<file path="config.mk">
export PLATFORM = sky130hd
export DESIGN_NAME = dbt_dirty_band_tracker
export DESIGN_NICKNAME = d
export VERILOG_FILES = /design/src/rtl/dbt_pkg.sv /design/src/rtl/dbt_band_sense.sv /design/src/rtl/dbt_span_track.sv /design/src/rtl/dbt_dirty_band_tracker.sv
export SDC_FILE = /design/constraint.sdc
export NUM_CORES = 1
export LEC_CHECK = 0
export ABC_AREA = 1
export BUFFER_PORTS_ARGS = -buffer_cell sky130_fd_sc_hd__buf_2
export CORE_ASPECT_RATIO = 1.2
export CORE_UTILIZATION = 35
export CTS_CLUSTER_DIAMETER = 60
export DETAILED_ROUTE_END_ITERATION = 8
export SETUP_SLACK_MARGIN = 0.05
export SYNTH_ARGS = -nofsm -noshare
export SYNTH_HDL_FRONTEND = slang
export SYNTH_SLANG_ARGS = --single-unit
</file>
<file path="constraint.sdc">
create_clock -name clk -period 3.4 [get_ports clk]
set_input_delay 0.51 -clock clk [delete_from_list [all_inputs] [get_ports clk]]
set_output_delay 0.51 -clock clk [all_outputs]
set_load 0.02 [all_outputs]
</file>
<file path="src/rtl/dbt_pkg.sv">
package dbt_pkg;
  typedef enum logic [2:0] {
    ST_IDLE,
    ST_SCAN,
    ST_EMIT,
    ST_FIN,
    ST_DONE
  } dbt_state_e;
endpackage

</file>
<file path="src/rtl/dbt_band_sense.sv">
module dbt_band_sense #(
  parameter int NPLANES = 3
) (
  input  logic [NPLANES-1:0] plane_dirty,
  input  logic               mixed_mode,
  input  logic               force_all,
  output logic               band_dirty
);
  generate
    if (NPLANES == 1) begin : g_single
      logic unused_mode;
      assign unused_mode = mixed_mode;
      assign band_dirty  = force_all | plane_dirty[0];
    end else begin : g_multi
      // plane 0 always counts; the others only in mixed-depth mode
      assign band_dirty = force_all | plane_dirty[0]
                        | (mixed_mode & (|plane_dirty[NPLANES-1:1]));
    end
  endgenerate
endmodule

</file>
<file path="src/rtl/dbt_span_track.sv">
module dbt_span_track #(
  parameter int BAND_W = 9
) (
  input  logic              clk,
  input  logic              rst_n,
  input  logic              restart,
  input  logic              hit,
  input  logic [BAND_W-1:0] band,
  output logic              any_q,
  output logic [BAND_W-1:0] lo_q,
  output logic [BAND_W-1:0] hi_q
);
  logic              any_d;
  logic [BAND_W-1:0] lo_d, hi_d;
  logic              lo_en, hi_en;

  always_comb begin
    any_d = any_q;
    lo_d  = lo_q;
    hi_d  = hi_q;
    lo_en = 1'b0;
    hi_en = 1'b0;
    if (restart) begin
      any_d = 1'b0;
    end else if (hit) begin
      any_d = 1'b1;
      hi_d  = band;
      hi_en = 1'b1;
      // the walk is monotonic, so the first hit is the lowest band
      if (!any_q) begin
        lo_d  = band;
        lo_en = 1'b1;
      end
    end
  end

  always_ff @(posedge clk or negedge rst_n) begin
    if (!rst_n) begin
      any_q <= 1'b0;
      lo_q  <= '0;
      hi_q  <= '0;
    end else begin
      any_q <= any_d;
      if (lo_en) lo_q <= lo_d;
      if (hi_en) hi_q <= hi_d;
    end
  end
endmodule

</file>
<file path="src/rtl/dbt_dirty_band_tracker.sv">
module dbt_dirty_band_tracker #(
  parameter int LINE_W  = 11,
  parameter int NPLANES = 3
) (
  input  logic                clk,
  input  logic                rst_n,
  input  logic                frame_start,
  input  logic [LINE_W-1:0]   frame_lines,
  input  logic                mixed_mode,
  input  logic                invalidate_all,
  output logic [LINE_W-3:0]   band_idx,
  output logic                scan_active,
  input  logic [NPLANES-1:0]  plane_dirty,
  output logic                rgn_valid,
  input  logic                rgn_ready,
  output logic [LINE_W-1:0]   rgn_start,
  output logic [LINE_W-1:0]   rgn_lines,
  output logic                clr_valid,
  output logic [LINE_W-3:0]   clr_first,
  output logic [LINE_W-3:0]   clr_last,
  output logic                done
);
  import dbt_pkg::*;

  localparam int BAND_W = LINE_W - 2;
  localparam int YW     = LINE_W + 1;
  localparam logic [YW-1:0] BAND_LINES = YW'(4);

  dbt_state_e        state_q, state_d;
  logic [YW-1:0]     line_q, line_d;
  logic [LINE_W-1:0] height_q, height_d;
  logic              run_open_q, run_open_d;
  logic [LINE_W-1:0] run_start_q, run_start_d;
  logic [LINE_W-1:0] rstart_q, rstart_d;
  logic [LINE_W-1:0] rlines_q, rlines_d;
  logic              inv_pend_q, inv_pend_d;
  logic              inv_act_q, inv_act_d;

  logic in_frame, scan_step, band_dirty, hit, restart;
  logic span_any;
  logic [BAND_W-1:0] span_lo, span_hi;

  assign in_frame  = line_q < {1'b0, height_q};
  assign scan_step = (state_q == ST_SCAN) && in_frame;
  assign hit       = scan_step && band_dirty;
  assign restart   = (state_q == ST_IDLE) && frame_start;

  dbt_band_sense #(.NPLANES(NPLANES)) u_sense (
    .plane_dirty (plane_dirty),
    .mixed_mode  (mixed_mode),
    .force_all   (inv_act_q),
    .band_dirty  (band_dirty)
  );

  dbt_span_track #(.BAND_W(BAND_W)) u_span (
    .clk     (clk),
    .rst_n   (rst_n),
    .restart (restart),
    .hit     (hit),
    .band    (line_q[LINE_W-1:2]),
    .any_q   (span_any),
    .lo_q    (span_lo),
    .hi_q    (span_hi)
  );

  always_comb begin
    state_d     = state_q;
    line_d      = line_q;
    height_d    = height_q;
    run_open_d  = run_open_q;
    run_start_d = run_start_q;
    rstart_d    = rstart_q;
    rlines_d    = rlines_q;
    inv_pend_d  = inv_pend_q | invalidate_all;
    inv_act_d   = inv_act_q;
    unique case (state_q)
      ST_IDLE: begin
        if (frame_start) begin
          state_d    = ST_SCAN;
          line_d     = '0;
          height_d   = frame_lines;
          run_open_d = 1'b0;
          inv_act_d  = inv_pend_q | invalidate_all;
          inv_pend_d = 1'b0;
        end
      end
      ST_SCAN: begin
        if (in_frame) begin
          line_d = line_q + BAND_LINES;
          if (band_dirty) begin
            if (!run_open_q) begin
              run_open_d  = 1'b1;
              run_start_d = line_q[LINE_W-1:0];
            end
          end else if (run_open_q) begin
            rstart_d   = run_start_q;
            rlines_d   = line_q[LINE_W-1:0] - run_start_q;
            run_open_d = 1'b0;
            state_d    = ST_EMIT;
          end
        end else if (run_open_q) begin
          rstart_d   = run_start_q;
          rlines_d   = height_q - run_start_q;
          run_open_d = 1'b0;
          state_d    = ST_EMIT;
        end else begin
          state_d = ST_FIN;
        end
      end
      ST_EMIT: begin
        if (rgn_ready) state_d = ST_SCAN;
      end
      ST_FIN: begin
        state_d   = ST_DONE;
        inv_act_d = 1'b0;
      end
      ST_DONE: state_d = ST_IDLE;
      default: state_d = ST_IDLE;
    endcase
  end

  always_ff @(posedge clk or negedge rst_n) begin
    if (!rst_n) begin
      state_q     <= ST_IDLE;
      line_q      <= '0;
      height_q    <= '0;
      run_open_q  <= 1'b0;
      run_start_q <= '0;
      rstart_q    <= '0;
      rlines_q    <= '0;
      inv_pend_q  <= 1'b0;
      inv_act_q   <= 1'b0;
    end else begin
      state_q    <= state_d;
      line_q     <= line_d;
      height_q   <= height_d;
      run_open_q <= run_open_d;
      inv_pend_q <= inv_pend_d;
      inv_act_q  <= inv_act_d;
      if (hit && !run_open_q) run_start_q <= run_start_d;
      if (state_d == ST_EMIT && state_q == ST_SCAN) begin
        rstart_q <= rstart_d;
        rlines_q <= rlines_d;
      end
    end
  end

  assign band_idx    = line_q[LINE_W-1:2];
  assign scan_active = scan_step;
  assign rgn_valid   = (state_q == ST_EMIT);
  assign rgn_start   = rstart_q;
  assign rgn_lines   = rlines_q;
  assign clr_valid   = (state_q == ST_FIN) && span_any;
  assign clr_first   = span_lo;
  assign clr_last    = span_hi;
  assign done        = (state_q == ST_DONE);
endmodule

</file>
==> impl_metrics.yaml, run 1 <==
drt:
  wire_per_inst_um: 14.3
  drcViolationCount: 0
  firstDrtPassIters: 4
  ant_nets: 0
  vias: 3164
  drt_iter0_drc: 141
  wl_um: 9580
  viasPerCell: 4.73
layout:
  seq_area_mm2: 0.00188
  fin_area_mm2: 0.00471
  diodes: 0
  nFillCells: 1088
  layout-drive-gt1-share_pct: 27.0
  multi_input_area_mm2: 0.00175
  area_delta_synth_final_pct: 17.5
  nets: 548
  fin_util_pct: 42.4
pwr:
  p_per_area_mw_per_mm2: 971
  leakage_nw: 2.42
  total_power_mw: 4.57
  ir_drop_mv: 0.372
clock_tree:
  clockBufferDepth: 2
  numCtsBuffers: 9
  insertion_delay_ns: 0.35
  cts_sinks: 75
  post_cts_buffers: 0
  ctsHoldBuffers: 0
  clk_pin_slew_ns: 0.06
  tritoncts: "yes"
  htreeDepth: 3
  post_cts_resized: 0
  clockRootBuffer: "clkbuf_16"
placement:
  dp_hpwl_um: 7000
  post-place-ws_ns: 0.396
  routabilityCongestion: 0.877
  io_buffers: 70
  placed_area_mm2: 0.00439
grt:
  overflow: 0
  grt.total_usage_pct: 17.3
  antenna_found_initial: 0
  grt_pass1_wl_um: 15500
  grt_max_degree: 43
  grt_pass1_vias: 3028
floorplan:
  dieArea_mm2: 0.0119
  die_x_um: 99.6
  start_util_pct: 36.1
  core_area_mm2: 0.0111
  die_h_um: 119
  num_rows: 42
  io_pins: 73
sta:
  clock.fmax_mhz: 332
  fin_crit_ns: 3.01
  period_share_pct: 88.6
  relSlewSlack_pct: 48.0
  grt_setup_unrepaired: "false"
  setup_viol: 0
  layout_setup_ws_ns: 0.387
  worst_slew_pin_slew_ns: 0.780
  finalSetupTns_ns: 0
  slew_viol_final: 0
  hold_violations: 0
  fin_skew_ns: 0.00617
logic_synthesis:
  ys_ff_latch: 75
  yosys-top-cells-area: "dfrtp_1 (47%), nand2_1 (12%), o21ai_2 (7.0%)"
  synth_top_area_share_pct: 46.9
  synth_cell_types: 36
  ys_seq_area_share_pct: 46.9
  synth_area_mm2: 0.00400
  synth_area_per_cell_um2: 8.90
  syn_inst: 450
  yosys_warnings: 0
  synth_top_cell_by_area: "dfrtp_1"
critical_path:
  end_kind: "flip-flop"
  start_kind: "flip-flop"
  critical_path_required_ns: 3.63
  crit_arrival_ns: 3.24
  crit_type: "flip-flop to flip-flop"
  path_max_fanout: 23
outcome:
  outcome: "complete, no violations"
flow_run:
  max_cap_viol_count: 0
min_path:
  min_path_type: "primary input to asynchronous set/reset pin"
final timing paths:
check	startpoint	endpoint	slack (ns)	cells past startpoint
setup / recovery	line_q[10]	rgn_lines[6]	0.39	14
hold / removal	rst_n	rgn_start[4]	0.25	1
setup reg to reg	line_q[10]	rgn_lines[6]	0.39	14
hold reg to reg	rgn_lines[10]	rgn_lines[10]	0.48	2
max in group asynchronous	rst_n	line_q[6]	2.46	2
min in group clk	frame_lines[0]	height_q[0]	0.37	3
through the flow:
stage	instances	hold slack (ns)
2_1_floorplan	451	0.214
3_3_place_gp	653	0.464
3_5_place_dp	653	0.466
4_1_cts	669	0.272
5_1_grt	669	0.309
6_report	669	0.245
per-layer routing:
layer	global-route usage, %	up-vias	wire [um]
met5	0	-	0
met4	6.43	0	150
met3	4.40	10	533
met2	27.6	100	4580
met1	22.5	1482	4320
li1	-	1572	-
cell usage after synthesis:
master and n:
nand4_1 8, clkbuf_1 3, o22ai_1 1, inv_6 1
buf_6 6, a21oi_4 1, or2_4 1, o21bai_1 1
a211oi_1 2, nand3_1 16, nor2_1 16, nor3_4 1
a31oi_1 1, xnor2_1 3, inv_1 47, or2_2 1
xor2_1 6, a21oi_1 11, nand2_1 125, dfrtp_1 75
nor3_1 5, o31ai_1 3, nand3_4 1, buf_2 3
o21ai_2 32, nor2_4 2, nor4_1 2, nor2_8 2
nand2_4 4, nand2_2 1, conb_1 1, o21ai_0 20
buf_4 11, inv_2 5, ha_1 18, o21ai_1 14
registers in the layout, summed over array words and instances (netlist names):
signal	count
run_start_q	9
inv_pend_q	1
inv_act_q	1
run_open_q	1
height_q	11
rgn_lines	11
u_span.lo_q	9
state_q	3
u_span.any_q	1
u_span.hi_q	9
line_q	10
rgn_start	9
worst max-delay path, cell delays in order, from the launching register on:
cell	delay, ns
dfrtp_1	0.48
ha_1	0.39
nand4_1	0.14
inv_1	0.05
nand2_1	0.13
nand3_4	0.24
o21ai_0	0.28
ha_1	0.31
nand2_1	0.10
inv_1	0.06
nand3_1	0.06
inv_1	0.06
or2_2	0.33
xnor2_1	0.19
o21ai_2	0.08
logic make-up (layout without fill, tap and decap cells):
family	count (synthesis)	in the layout	share of synthesized area [%]
buffers and inverters	76	140	9.50
and+or+nand+nor	185	185	21.5
other	1	2	0.0937
AOI/OAI and AO/OA	86	86	14.5
DFF	75	75	46.9
adders and majority gates	18	18	5.63
xor gates and xnor gates	9	9	1.97
placed cells by master (no fill, tap or decap), drive strengths merged, types with 6 or more instances in the layout:
master / n
clkbuf: 10
nor3: 6
nand2: 130
o21ai: 66
nand3: 17
nand4: 8
buf: 71
inv: 55
xor2: 6
nor2: 20
ha: 18
dfrtp: 75
a21oi: 12
report_power, final:
| group | internal [mW] | total, mW | switching, mW |
|---|---|---|---|
| clock | 0.596 | 0.993 | 0.397 |
| combinational | 0.725 | 2.24 | 1.51 |
| sequential | 1.16 | 1.34 | 0.180 |
cell type report:
| class | instances | share of cell area (%) |
|---|---|---|
| Sequential cell | 75 | 39.9 |
| Clock inverter | 6 | 1.54 |
| Inverter | 53 | 4.33 |
| Clock buffer | 10 | 5.08 |
| Tap cell | 154 | 4.09 |
| Timing Repair Buffer | 71 | 7.87 |
| Multi-Input combinational cell | 300 | 37.2 |
(Power assumes the default switching activity.)
==> inputs of run 2 (changes only) <==
- RECOVER_POWER: default -> 25
==> impl_metrics.yaml, run 2 (synthesized netlist as in run 1, its figures left out) <==
floorplan:
  num_rows: 42
  start_util_pct: 36.1
  dieArea_mm2: 0.0119
  core_area_mm2: 0.0111
  die_x_um: 99.6
  die_h_um: 119
  io_pins: 73
grt:
  grt_max_degree: 43
  grt.total_usage_pct: 17.3
  grt_pass1_wl_um: 15500
  grt_pass1_vias: 3028
  overflow: 0
  antenna_found_initial: 0
clock_tree:
  clockRootBuffer: "clkbuf_16"
  cts_sinks: 75
  numCtsBuffers: 9
  htreeDepth: 3
  tritoncts: "yes"
  clockBufferDepth: 2
  post_cts_buffers: 0
  post_cts_resized: 0
  clk_pin_slew_ns: 0.06
  ctsHoldBuffers: 0
  insertion_delay_ns: 0.35
layout:
  layout-drive-gt1-share_pct: 26.8
  diodes: 0
  nets: 548
  layout_common_cells: "nand2_1 (125), dfrtp_1 (75), buf_2 (69), inv_1 (47), o21ai_2 (32)"
  seq_area_mm2: 0.00188
  multi_input_area_mm2: 0.00175
  area_delta_synth_final_pct: 17.1
  fin_area_mm2: 0.00469
  final_common_cell: "nand2_1"
  nFillCells: 1091
sta:
  finalSetupTns_ns: 0
  fin_crit_ns: 3.01
  slew_viol_final: 35
  period_share_pct: 88.6
  grt_setup_unrepaired: "false"
  setup_viol: 0
  relSlewSlack_pct: -19.2
  fin_skew_ns: 0.00688
  worst_slew_pin_slew_ns: 1.79
  hold_violations: 0
  clock.fmax_mhz: 332
drt:
  wl_um: 9540
  viasPerCell: 4.71
  drcViolationCount: 0
  vias: 3150
  drt_iter0_drc: 126
  ant_nets: 0
  wire_per_inst_um: 14.3
  firstDrtPassIters: 4
critical_path:
  crit_top_cell: "inv_1"
  start_kind: "flip-flop"
  cpPeakStageDelay_ns: 0.47
  critical_path_required_ns: 3.63
  slowest_stage: "dfrtp_1"
  crit_arrival_ns: 3.24
  end_kind: "flip-flop"
  crit_type: "flip-flop to flip-flop"
  path_max_fanout: 23
  crit_chain: "ha_1 > nand4_1 > inv_1 > nand2_1 > nand3_4 > o21ai_0 > ha_1 > nand2_1 > inv_1 > nand3_1 > inv_1 > or2_2 > xnor2_1 > o21ai_2"
placement:
  routabilityCongestion: 0.877
  placed_area_mm2: 0.00439
  io_buffers: 70
  dp_hpwl_um: 7000
outcome:
  violations: "capacitance limit, slew limit"
  outcome: "complete, but fails checks"
pwr:
  leakage_nw: 2.41
  ir_drop_mv: 0.371
  p_per_area_mw_per_mm2: 973
flow_run:
  max_cap_viol_count: 1
min_path:
  min_path_type: "primary input to flip-flop"
-- run 2: final timing paths --
kind	endpoint	slack, ns	startpoint	cells after the start
max	rgn_lines[6]	0.39	line_q[10]	14
min	height_q[0]	0.37	frame_lines[0]	3
max reg2reg	rgn_lines[6]	0.39	line_q[10]	14
min reg2reg	rgn_lines[10]	0.48	rgn_lines[10]	2
max in group asynchronous	line_q[6]	0.87	rst_n	2
min in group asynchronous	rgn_start[4]	0.64	rst_n	1
-- run 2: routing by layer --
metal	vias up	global-route usage (%)	share of wire (%)
met2	92	27.6	48
met1	1475	22.5	46
met5	-	0	0
met3	10	4.40	4.7
met4	0	6.43	1.8
li1	1573	-	-
-- run 2: cell type report --
class | instances | share of cell area (%)
flip-flops and latches | 75 | 40.0
multi-input cells | 300 | 37.3
repair buffers | 71 | 7.55
clock buffers | 10 | 5.10
inverters | 53 | 4.35
well taps | 154 | 4.11
clock inverters | 6 | 1.55
-- run 2: report_power, final --
| group | total, mW | switching (mW) | internal, mW |
|---|---|---|---|
| clock network | 0.993 | 0.397 | 0.596 |
| logic | 2.23 | 1.51 | 0.723 |
| registers | 1.34 | 0.180 | 1.16 |
| total | 4.56 | 2.09 | 2.48 |
-- run 2: per-stage QoR --
stage / power, mW / utilization, % / hold WS (ns) / setup slack [ns] / std cells
floorplan: 3.13 / - / 0.214 / 0.637 / 451
global placement: 3.54 / 39.6 / 0.464 / 0.520 / 653
detailed placement: 3.58 / 39.6 / 0.466 / 0.396 / 653
CTS: 4.60 / 42.4 / 0.272 / 0.393 / 669
global route: 4.93 / 42.3 / 0.373 / 0.106 / 669
finish: 4.56 / 42.3 / 0.372 / 0.389 / 669
-- run 2: worst max-delay path: cells and delay by family (launching register included) --
family | cells | cell delay [ns]
fa+ha+maj | 2 | 0.69
buf+inv | 3 | 0.17
simple gates | 6 | 1.01
xor+xnor | 1 | 0.19
compound gates | 2 | 0.36
flops | 1 | 0.47
==> inputs of run 3 (changes only) <==
- CORE_MARGIN: default -> 2
==> impl_metrics.yaml, run 3 (synthesized netlist as in run 1, its figures left out) <==
sta:
  worst_slew_pin_slew_ns: 1.54
  period_share_pct: 86.9
  grt_setup_unrepaired: "false"
  slew_viol_final: 30
  fin_skew_ns: 0.0111
  fin_crit_ns: 2.96
  hold_violations: 0
  clock.fmax_mhz: 338
  layout_setup_ws_ns: 0.444
  hold_ws_ns: 0.376
  finalSetupTns_ns: 0
  relSlewSlack_pct: -2.65
  setup_viol: 0
drt:
  drcViolationCount: 0
  wl_um: 9520
  drt_iter0_drc: 176
  vias: 3135
  wire_per_inst_um: 14.2
  firstDrtPassIters: 4
  ant_nets: 0
  viasPerCell: 4.68
clock_tree:
  clk_pin_slew_ns: 0.06
  post_cts_buffers: 0
  clockRootBuffer: "clkbuf_16"
  cts_sinks: 75
  ctsHoldBuffers: 0
  htreeDepth: 3
  clockBufferDepth: 2
  numCtsBuffers: 9
  post_cts_resized: 0
  tritoncts: "yes"
  insertion_delay_ns: 0.34
critical_path:
  start_kind: "flip-flop"
  critical_path_required_ns: 3.62
  r2r_slack_ns: 0.44
  crit_type: "flip-flop to flip-flop"
  end_kind: "flip-flop"
  crit_arrival_ns: 3.18
  path_max_fanout: 23
layout:
  fin_area_mm2: 0.00470
  final_cells: 670
  nets: 549
  area_delta_synth_final_pct: 17.4
  diodes: 0
  layout_common_cells: "nand2_1 (125), dfrtp_1 (75), buf_2 (69), inv_1 (47), o21ai_2 (32)"
  final_common_cell: "nand2_1"
  layout-drive-gt1-share_pct: 26.4
  fin_util_pct: 42.4
floorplan:
  core_area_mm2: 0.0111
  io_pins: 73
  die_x_um: 102
  start_util_pct: 36.1
  num_rows: 42
  die_h_um: 121
  dieArea_mm2: 0.0123
grt:
  grt_max_degree: 37
  grt_pass1_vias: 3123
  grt.total_usage_pct: 16.9
  grt_pass1_wl_um: 15900
  overflow: 0
  antenna_found_initial: 0
placement:
  post-place-ws_ns: 0.440
  placed_area_mm2: 0.00439
  place_inst: 654
  routabilityCongestion: 0.915
  dp_hpwl_um: 7080
  io_buffers: 70
flow_run:
  max_cap_viol_count: 1
pwr:
  ir_drop_mv: 0.379
  total_power_mw: 4.59
  leakage_nw: 2.41
  p_per_area_mw_per_mm2: 976
outcome:
  violations: "capacitance limit, slew limit"
  outcome: "complete, but fails checks"
min_path:
  min_path_type: "primary input to flip-flop"
-- run 3: changes by cell type in the layout (fill, tap and decap cells not counted), sizes merged --
cell and delta:
clkbuf +2, bufinv +1, clkinv -1, inv -1
-- run 3: final cells by class --
type                    count  area, um^2
repair buffers             72         358
clock buffers              11         233
well taps                 154         193
fillers                  1123        6390
inverters                  53         204
multi-input cells         300        1750
clock inverters             5        85.1
flip-flops and latches     75        1880
-- run 3: worst max-delay path: stages, from the launching register on --
cell and delay [ns]:
dfrtp_1 0.44, ha_1 0.33, nand2_1 0.07, inv_1 0.05, nand2_1 0.06, nand2_1 0.04, nand2_1 0.13, nand3_4 0.23
nand2_1 0.11, o21ai_0 0.09, ha_1 0.35, a21oi_1 0.20, nand2_1 0.15, nand3_1 0.10, nand2_1 0.07, a21oi_1 0.17
xor2_1 0.19, o21ai_2 0.06
-- run 3: layer usage --
layer  vias to the layer above  global-route usage (%)  routed length, um
met2                        82                    27.4               4660
met3                        16                    4.15                527
met5                         -                       0                  0
li1                       1574                       -                  -
met4                         0                    6.84                226
met1                      1463                    21.4               4110
-- run 3: where the power goes --
group / internal, mW / switching, mW / total (mW) / leakage (nW)
Combinational: 0.723 / 1.51 / 2.23 / 1.28
Clock: 0.647 / 0.373 / 1.02 / 0.150
Sequential: 1.16 / 0.177 / 1.34 / 0.984
-- run 3: final timing paths --
check                                from             end  depth (start not counted)
setup reg to reg                line_q[7]    rgn_lines[9]                         17
hold reg to reg              rgn_lines[1]    rgn_lines[1]                          2
setup / recovery                line_q[7]    rgn_lines[9]                         17
max in group asynchronous           rst_n  u_span.lo_q[0]                          2
min in group asynchronous           rst_n  run_start_q[9]                          1
hold / removal             frame_lines[0]     height_q[0]                          3
